File: config.mk
export PLATFORM = sky130hd
export DESIGN_NAME = sem_cell
export DESIGN_NICKNAME = d
export VERILOG_FILES = /design/src/rtl/sem_cell_pkg.sv /design/src/rtl/sem_ctrl.sv /design/src/rtl/sem_datapath.sv /design/src/rtl/sem_cell.sv
export SDC_FILE = /design/constraint.sdc
export NUM_CORES = 1
export LEC_CHECK = 0
export BUFFER_PORTS_ARGS = -buffer_cell sky130_fd_sc_hd__buf_2
export CAP_MARGIN = 20
export CORE_MARGIN = 2
export CORE_UTILIZATION = 45
export CTS_CLUSTER_DIAMETER = 40
export DETAILED_ROUTE_END_ITERATION = 7
export PLACE_DENSITY = 0.85
export SYNTH_ARGS = -nofsm -noshare
export SYNTH_HDL_FRONTEND = slang
export SYNTH_SLANG_ARGS = --single-unit
File: constraint.sdc
create_clock -name clk -period 2.75 [get_ports clk]
set_clock_uncertainty 0.1 [all_clocks]
set_input_delay 0.275 -clock clk [delete_from_list [all_inputs] [get_ports clk]]
set_output_delay 0.275 -clock clk [all_outputs]
set_load 0.03 [all_outputs]
File: src/rtl/sem_cell_pkg.sv
package sem_cell_pkg;

  localparam logic [3:0] VIEW_RAW     = 4'd0;
  localparam logic [3:0] VIEW_CTRL    = 4'd1;
  localparam logic [3:0] VIEW_Q_WAIT  = 4'd2;
  localparam logic [3:0] VIEW_Q_TRY   = 4'd3;
  localparam logic [3:0] VIEW_PV_WAIT = 4'd4;
  localparam logic [3:0] VIEW_PV_TRY  = 4'd5;

  typedef enum logic {
    SEL_ZERO  = 1'b0,
    SEL_COUNT = 1'b1
  } rdSel_e;

  typedef struct packed {
    logic   inc;
    logic   dec;
    logic   block;
    logic   wake;
    logic   ack;
    rdSel_e sel;
  } semStrobe_t;

endpackage

File: src/rtl/sem_ctrl.sv
module sem_ctrl
  import sem_cell_pkg::*;
(
  input  logic       rdValid,
  input  logic [3:0] rdView,
  input  logic       wrValid,
  input  logic [3:0] wrView,
  input  logic       countZero,
  output semStrobe_t strb
);

  logic pRead;
  logic pWaitRead;
  logic rawRead;
  logic vWrite;
  logic emptyAfterV;

  always_comb begin
    pWaitRead   = rdValid && (rdView == VIEW_PV_WAIT);
    pRead       = pWaitRead || (rdValid && (rdView == VIEW_PV_TRY));
    rawRead     = rdValid && (rdView == VIEW_RAW);
    vWrite      = wrValid && ((wrView == VIEW_PV_WAIT) || (wrView == VIEW_PV_TRY));
    // the V is ordered before the P of the same cycle
    emptyAfterV = countZero && !vWrite;

    strb.inc   = vWrite;
    strb.wake  = vWrite;
    strb.dec   = pRead && !emptyAfterV;
    strb.block = pWaitRead && emptyAfterV;
    strb.ack   = rdValid;
    strb.sel   = (pRead || rawRead) ? SEL_COUNT : SEL_ZERO;
  end

endmodule

File: src/rtl/sem_datapath.sv
module sem_datapath
  import sem_cell_pkg::*;
#(
  parameter int COUNT_W = 16,
  parameter int DATA_W  = 32,
  parameter int THREADS = 8,
  localparam int TID_W  = (THREADS > 1) ? $clog2(THREADS) : 1
) (
  input  logic               clk,
  input  logic               rst_n,
  input  semStrobe_t         strb,
  input  logic [TID_W-1:0]   rdThread,
  output logic               countZero,
  output logic               rdAck,
  output logic [DATA_W-1:0]  rdData,
  output logic               rdBlocked,
  output logic [THREADS-1:0] wakeMask
);

  localparam logic [COUNT_W-1:0] COUNT_MAX = {COUNT_W{1'b1}};

  logic [COUNT_W-1:0] count;
  logic [COUNT_W-1:0] afterV;
  logic [COUNT_W-1:0] countNext;
  logic [THREADS-1:0] blockedMask;
  logic [THREADS-1:0] maskNext;

  always_comb begin
    afterV    = (strb.inc && (count != COUNT_MAX)) ? count + 1'b1 : count;
    countNext = strb.dec ? afterV - 1'b1 : afterV;
    maskNext  = strb.wake ? '0 : blockedMask;
    for (int t = 0; t < THREADS; t++) begin
      if (strb.block && (rdThread == TID_W'(t))) maskNext[t] = 1'b1;
    end
  end

  assign countZero = (count == '0);

  always_ff @(posedge clk) begin
    if (!rst_n) begin
      count       <= '0;
      blockedMask <= '0;
      rdAck       <= 1'b0;
      rdData      <= '0;
      rdBlocked   <= 1'b0;
      wakeMask    <= '0;
    end else begin
      count       <= countNext;
      blockedMask <= maskNext;
      rdAck       <= strb.ack;
      rdData      <= (strb.ack && strb.sel == SEL_COUNT) ? DATA_W'(afterV) : '0;
      rdBlocked   <= strb.block;
      wakeMask    <= strb.wake ? blockedMask : '0;
    end
  end

  a_r5_saturate: assert property (@(posedge clk) disable iff (!rst_n)
    (count == COUNT_MAX && strb.inc && !strb.dec) |=> (count == COUNT_MAX));

  a_r3_no_underflow: assert property (@(posedge clk) disable iff (!rst_n)
    (count == '0 && !strb.inc) |=> (count == '0));

  a_r2_dec_by_one: assert property (@(posedge clk) disable iff (!rst_n)
    (strb.dec && !strb.inc) |=> (count == $past(count) - 1'b1));

  a_r4_thread_parked: assert property (@(posedge clk) disable iff (!rst_n)
    strb.block |=> (blockedMask != '0));

  a_r6_mask_emptied: assert property (@(posedge clk) disable iff (!rst_n)
    (strb.wake && !strb.block) |=> (blockedMask == '0));

endmodule

File: src/rtl/sem_cell.sv
module sem_cell
  import sem_cell_pkg::*;
#(
  parameter int COUNT_W = 16,
  parameter int DATA_W  = 32,
  parameter int THREADS = 8,
  localparam int TID_W  = (THREADS > 1) ? $clog2(THREADS) : 1
) (
  input  logic               clk,
  input  logic               rst_n,
  input  logic               rdValid,
  input  logic [3:0]         rdView,
  input  logic [TID_W-1:0]   rdThread,
  input  logic               wrValid,
  input  logic [3:0]         wrView,
  input  logic [DATA_W-1:0]  wrData,
  output logic               rdAck,
  output logic [DATA_W-1:0]  rdData,
  output logic               rdBlocked,
  output logic [THREADS-1:0] wakeMask
);

  semStrobe_t strb;
  logic       countZero;
  logic       unusedData;

  assign unusedData = ^wrData;

  sem_ctrl i_ctrl (
    .rdValid   (rdValid),
    .rdView    (rdView),
    .wrValid   (wrValid),
    .wrView    (wrView),
    .countZero (countZero),
    .strb      (strb)
  );

  sem_datapath #(
    .COUNT_W (COUNT_W),
    .DATA_W  (DATA_W),
    .THREADS (THREADS)
  ) i_datapath (
    .clk       (clk),
    .rst_n     (rst_n),
    .strb      (strb),
    .rdThread  (rdThread),
    .countZero (countZero),
    .rdAck     (rdAck),
    .rdData    (rdData),
    .rdBlocked (rdBlocked),
    .wakeMask  (wakeMask)
  );

  a_r10_ack_follows: assert property (@(posedge clk) disable iff (!rst_n)
    rdValid |=> rdAck);

  a_r4_blocked_no_data: assert property (@(posedge clk) disable iff (!rst_n)
    rdBlocked |-> (rdData == '0 && rdAck));

  a_r6_wake_after_write: assert property (@(posedge clk) disable iff (!rst_n)
    (wakeMask != '0) |-> $past(wrValid));

  a_r9_no_block_with_v: assert property (@(posedge clk) disable iff (!rst_n)
    (rdValid && wrValid && (wrView == VIEW_PV_WAIT || wrView == VIEW_PV_TRY)) |=> !rdBlocked);

endmodule

* Yosys cells after proc, flatten, opt, wreduce, memory -nomap -nowiden
Cells that the tools add are included.
** Word-level totals
- Bits in registers :: 66
- Output and inout port bits :: 42
** Cells by class
- Add/subtract/negate cells :: 2
- Mux-type cells :: 12
- Reductions and logical operators :: 35
- Eq/ne operators :: 12
** Operators by type and width (count)
- two-way mux 16 bit :: 2
- logical AND 1 bit :: 17
- adder 16 x 1 -> 16 bit, second input constant :: 1
- equality test 4 x 3 -> 1 bit, second input constant :: 4
- zero test 16 bit :: 1
- != test 16 bit, second input constant :: 1
- nonzero test 2 bit :: 8
- subtractor 16 x 1 -> 16 bit, second input constant :: 1
- equality test 3 bit, second input constant :: 4
- two-way mux 1 bit :: 9
- two-way mux 8 bit :: 1
- equality test 3 x 2 -> 1 bit, second input constant :: 2
- zero test 4 bit :: 1
- AND reduction 2 bit :: 2
- equality test 3 x 1 -> 1 bit, second input constant :: 1
- zero test 3 bit :: 1
- logical OR 1 bit :: 3
- zero test 1 bit :: 2

* Depth between registers and ports, before layout
- Word-level depth :: 8
- Depth in mapped cells :: 13

* Modules after synthesis
A second synthesis with hierarchy kept.
** Unflattened totals
- Cell total of the unflattened synthesis :: 297
- Area, all modules :: 2593.7 sq um
** By module, submodules not included
- sem_datapath :: area each 2502.4 sq um, times used 1, cells an instance 287
- sem_ctrl :: area each 91.3 sq um, times used 1, cells an instance 10

* Worst setup path after synthesis
OpenSTA, ideal clock, no wires.
- Kind :: flip-flop to flip-flop
- From :: register i_datapath.count[0]
- To :: register i_datapath.count[12]
- Data arrival time :: 2.693 ns
- Period minus slack after synthesis :: 2.910 ns
- Path buffers :: 1
- Stages on the path, launching flop included :: 13
- Data required time :: 2.533 ns
- Setup slack :: -0.160 ns
- Cells stage by stage :: dfxtp_1 ha_1 buf_2 nand4_2 nor4_1 nor2_1 xnor2_1 ha_1 o211a_1 o221ai_1 nor2b_1 and4_1 nor3_1
** On the way
- Longest elaborated chain between the ends :: 5
** Ends and longest elaborated chain
- start, declared :: RTL line sem_datapath.sv:22 : logic [COUNT_W-1:0] count;
- start signal, assigned :: RTL line sem_datapath.sv:48 : count <= countNext;
- parallel branches: the longest is 4 deep, another holds adder 16 x 1 -> 16 bit
- two-way mux 16 bit * :: RTL line sem_datapath.sv:30 : countNext = strb.dec ? afterV - 1'b1 : afterV;
Every way passes the cells marked *.
A chain may end at the register's enable or synchronous reset.

* Worst setup path in the final report
- From :: register i_datapath.count[13]
- To :: register i_datapath.count[10]
** On the way
- Longest elaborated chain between the ends :: 5
** Ends and longest elaborated chain (RTL line)
- != test 16 bit or zero test 16 bit (tied branches) :: sem_datapath.sv:29, sem_datapath.sv:37
- logical AND 1 bit, on equally long branches :: sem_datapath.sv:29, sem_ctrl.sv:24
- two-way mux 16 bit or zero test 1 bit (tied branches) :: sem_datapath.sv:29, sem_ctrl.sv:28
- subtractor 16 x 1 -> 16 bit or logical AND 1 bit (tied branches) :: sem_datapath.sv:30, sem_ctrl.sv:28
- two-way mux 16 bit * :: sem_datapath.sv:30
Every way passes the cells marked *; elsewhere a longest branch is shown, timed or not.

==> impl_metrics.json <==
{
  "run_status": "finished clean",
  "grt-ovfl-total": 0,
  "power_density_nw_per_um2": 464,
  "final_cells": 443,
  "setup.worst_path.start": "i_datapath.count[13]",
  "cp-endpoint": "i_datapath.count[10]",
  "reg2reg_depth": 10,
  "setup_ws_ns": 0.0992,
  "path_class": "flip-flop to flip-flop",
  "grt_max_degree": 17,
  "first_global_vias": 2134,
  "crit_chain": "nand4_1, nor4_4, nor2_2, xnor2_1, ha_1, o211a_1, o221ai_2, nor3b_2, xor2_1, nor2_1",
  "die_h_um": 79.4,
  "antenna_found_initial": 0,
  "most-common-layout-cells": "dfxtp_1 (49), nor2_1 (43), buf_4 (41), buf_2 (39), nand2_1 (23)",
  "routed_wl_um": 6030,
  "synth_ff_type": "dfxtp_1",
  "setup_tns_ns": 0,
  "h-tree-depth": 2,
  "dpl.cell_count": 434,
  "post-route-drc-count": 0,
  "yosysTopAreaCellShare_pct": 39.2,
  "max_slew.worst_pin.slew_ns": 0.506,
  "ys_top_cells_by_area": "dfxtp_1 (39%), nor2_1 (6.5%), buf_4 (5.6%)",
  "synth_edf_count": 0,
  "hold_depth": 2,
  "place.gp.congestion": 0.914,
  "cp.required_ns": 2.83,
  "cap_violations": 0,
  "yosys.cell_types.count": 53,
  "vias": 2343,
  "clock_sinks": 50,
  "core_area_um2": 5510,
  "finalCriticalPeriod_ns": 2.65,
  "cpMaxStageDelayCell": "nor4_4",
  "fmaxAchievable_ghz": 0.377,
  "rr_endpoint": "i_datapath.count[10]",
  "grt_pass1_wl_um": 9720,
  "yosysSeqAreaShare_pct": 39.2,
  "yosysWarningCount": 0,
  "grt_usage_pct": 19.5,
  "setup_viol": 0,
  "hold_violations": 0,
  "critPathMaxFanout": 5,
  "die_w_um": 79.4,
  "hold_class": "primary input to flip-flop",
  "yosys.area.top_type": "dfxtp_1",
  "r2r-start": "i_datapath.count[13]",
  "layout-drive-gt1-share_pct": 31.0,
  "worstSkewPairLatency_ns": 0.31,
  "cts_buffers": 5,
  "async_flop_share_pct": 0,
  "arrival_ns": 2.74,
  "rsz0062_at_grt": "yes",
  "fin_nets": 420,
  "ir_worst_vdd_mv": 0.251,
  "post-route-period-util_pct": 96.4,
  "ios": 89,
  "rrSetupSlack_ns": 0.1,
  "drt-initial-drc-count": 140,
  "dieArea_um2": 6300,
  "initial_core_util_pct": 46.4,
  "slew_headroom_pct": 66.0,
  "diodes": 0,
  "endpoint_kind": "flip-flop",
  "netlist_area_um2": 2560,
  "viasPerCell": 5.29,
  "place_ws_ns": -0.0626,
  "netlist_instances": 299,
  "dp_hpwl_um": 4410,
  "final_common_cell": "dfxtp_1",
  "cts.clk_slew.worst_paths_ns": 0.09,
  "cts_buffer_depth": 2,
  "slew_violations": 0,
  "max_stage_delay_ns": 0.38,
  "dr.pass1.iters": 4,
  "ys_ff_latch": 50,
  "cp-start-kind": "flip-flop",
  "wire_per_inst_um": 13.6,
  "cts_tree": "done",
  "ant_nets": 0,
  "power.total_mw": 1.49,
  "cts_root_buf": "clkbuf_8",
  "rows": 27,
  "syn_avg_cell_area_um2": 8.55,
  "port_buffers": 39,
  "power_leakage_nw": 1.39,
  "final_util_pct": 58.2,
  "areaGrowthSynthToFinish_pct": 25.5
}
==> registers in the layout, indices dropped and copies added (netlist names) <==
register / count
i_datapath.rdBlocked: 1
i_datapath.wakeMask: 8
i_datapath.count: 16
i_datapath.blockedMask: 8
i_datapath.rdAck: 1
i_datapath.rdData: 16
==> metrics by stage <==
step           hold WS, ns  area [µm²]
6_report             0.115        3210
5_1_grt              0.137        3210
2_1_floorplan        0.319        2630
3_5_place_dp         0.336        3030
3_3_place_gp         0.329        3030
4_1_cts              0.115        3140
==> synthesized netlist by cell type, types with 4 or more instances <==
cell type  instances
nor2b_1            6
a21oi_1            5
dfxtp_1           50
nand3_1            8
nor3_1            14
and2_1             4
clkbuf_1           5
buf_2              5
xnor2_1           13
inv_1              6
nand4_1           10
or2_2              4
o22ai_1            9
nor2_1            44
and3_1             5
nand2_1           23
xor2_1             9
buf_4             19
nand2b_1           4
nor4_1             7
==> routing by layer <==
layer | vias up | track usage [%] | wire length, µm
li1 | 1153 | - | -
met1 | 1098 | 23.8 | 2550
met2 | 78 | 34.0 | 2970
met3 | 14 | 3.51 | 368
met4 | 0 | 7.41 | 143
met5 | - | 0 | 0
==> where the power goes <==
part,internal (mW),leakage (nW),switching (mW)
sequential,0.735,0.404,0.00695
clock,0.271,0.0504,0.254
combinational,0.0870,0.933,0.135
==> worst min-delay path by stage <==
| stage | from | to | slack [ns] |
|---|---|---|---|
| 3_5_place_dp | i_datapath.blockedMask[7] | i_datapath.wakeMask[7] | 0.34 |
| 2_1_floorplan | rst_n | i_datapath.wakeMask[1] | 0.32 |
| 5_1_grt | rdValid | i_datapath.rdAck | 0.14 |
| 3_3_place_gp | i_datapath.blockedMask[4] | i_datapath.wakeMask[4] | 0.33 |
| 6_report | rdValid | i_datapath.rdAck | 0.12 |
| 4_1_cts | rdValid | i_datapath.rdAck | 0.12 |
==> cell type report <==
| cell class | instances | area [µm²] |
|---|---|---|
| Clock buffer | 5 | 68.8 |
| Clock inverter | 3 | 45.0 |
| Fill cell | 479 | 2300 |
| Inverter | 6 | 22.5 |
| Multi-Input combinational cell | 227 | 1480 |
| Sequential cell | 50 | 1000 |
| Tap cell | 72 | 90.1 |
| Timing Repair Buffer | 80 | 503 |
==> kinds of logic after synthesis <==
logic type               synth area share (%)
multiplexers                            0.392
flip-flops                               39.2
other                                   0.147
adder cells (fa/ha/maj)                  1.47
AO/OA/AOI/OAI                            11.7
buffers and inverters                    8.52
XOR/XNOR                                 7.54
AND/OR/NAND/NOR                          31.0
==> what timing repair did <==
item	4_1_cts	5_1_grt
pin swaps	0	4
hold endpoints to repair	0	0
gates resized for setup	1	10
setup buffers	0	1
endpoints found under the setup margin	2	9
hold buffers	0	0
==> critical path, delay by kind of cell (launching register included) <==
| kind | cells | cell delay (ns) |
|---|---|---|
| and+or+nand+nor | 5 | 1.02 |
| AOI/OAI and AO/OA | 2 | 0.43 |
| xor gates and xnor gates | 2 | 0.40 |
| DFF | 1 | 0.37 |
| adders and majority gates | 1 | 0.19 |
(Power assumes the default switching activity.)
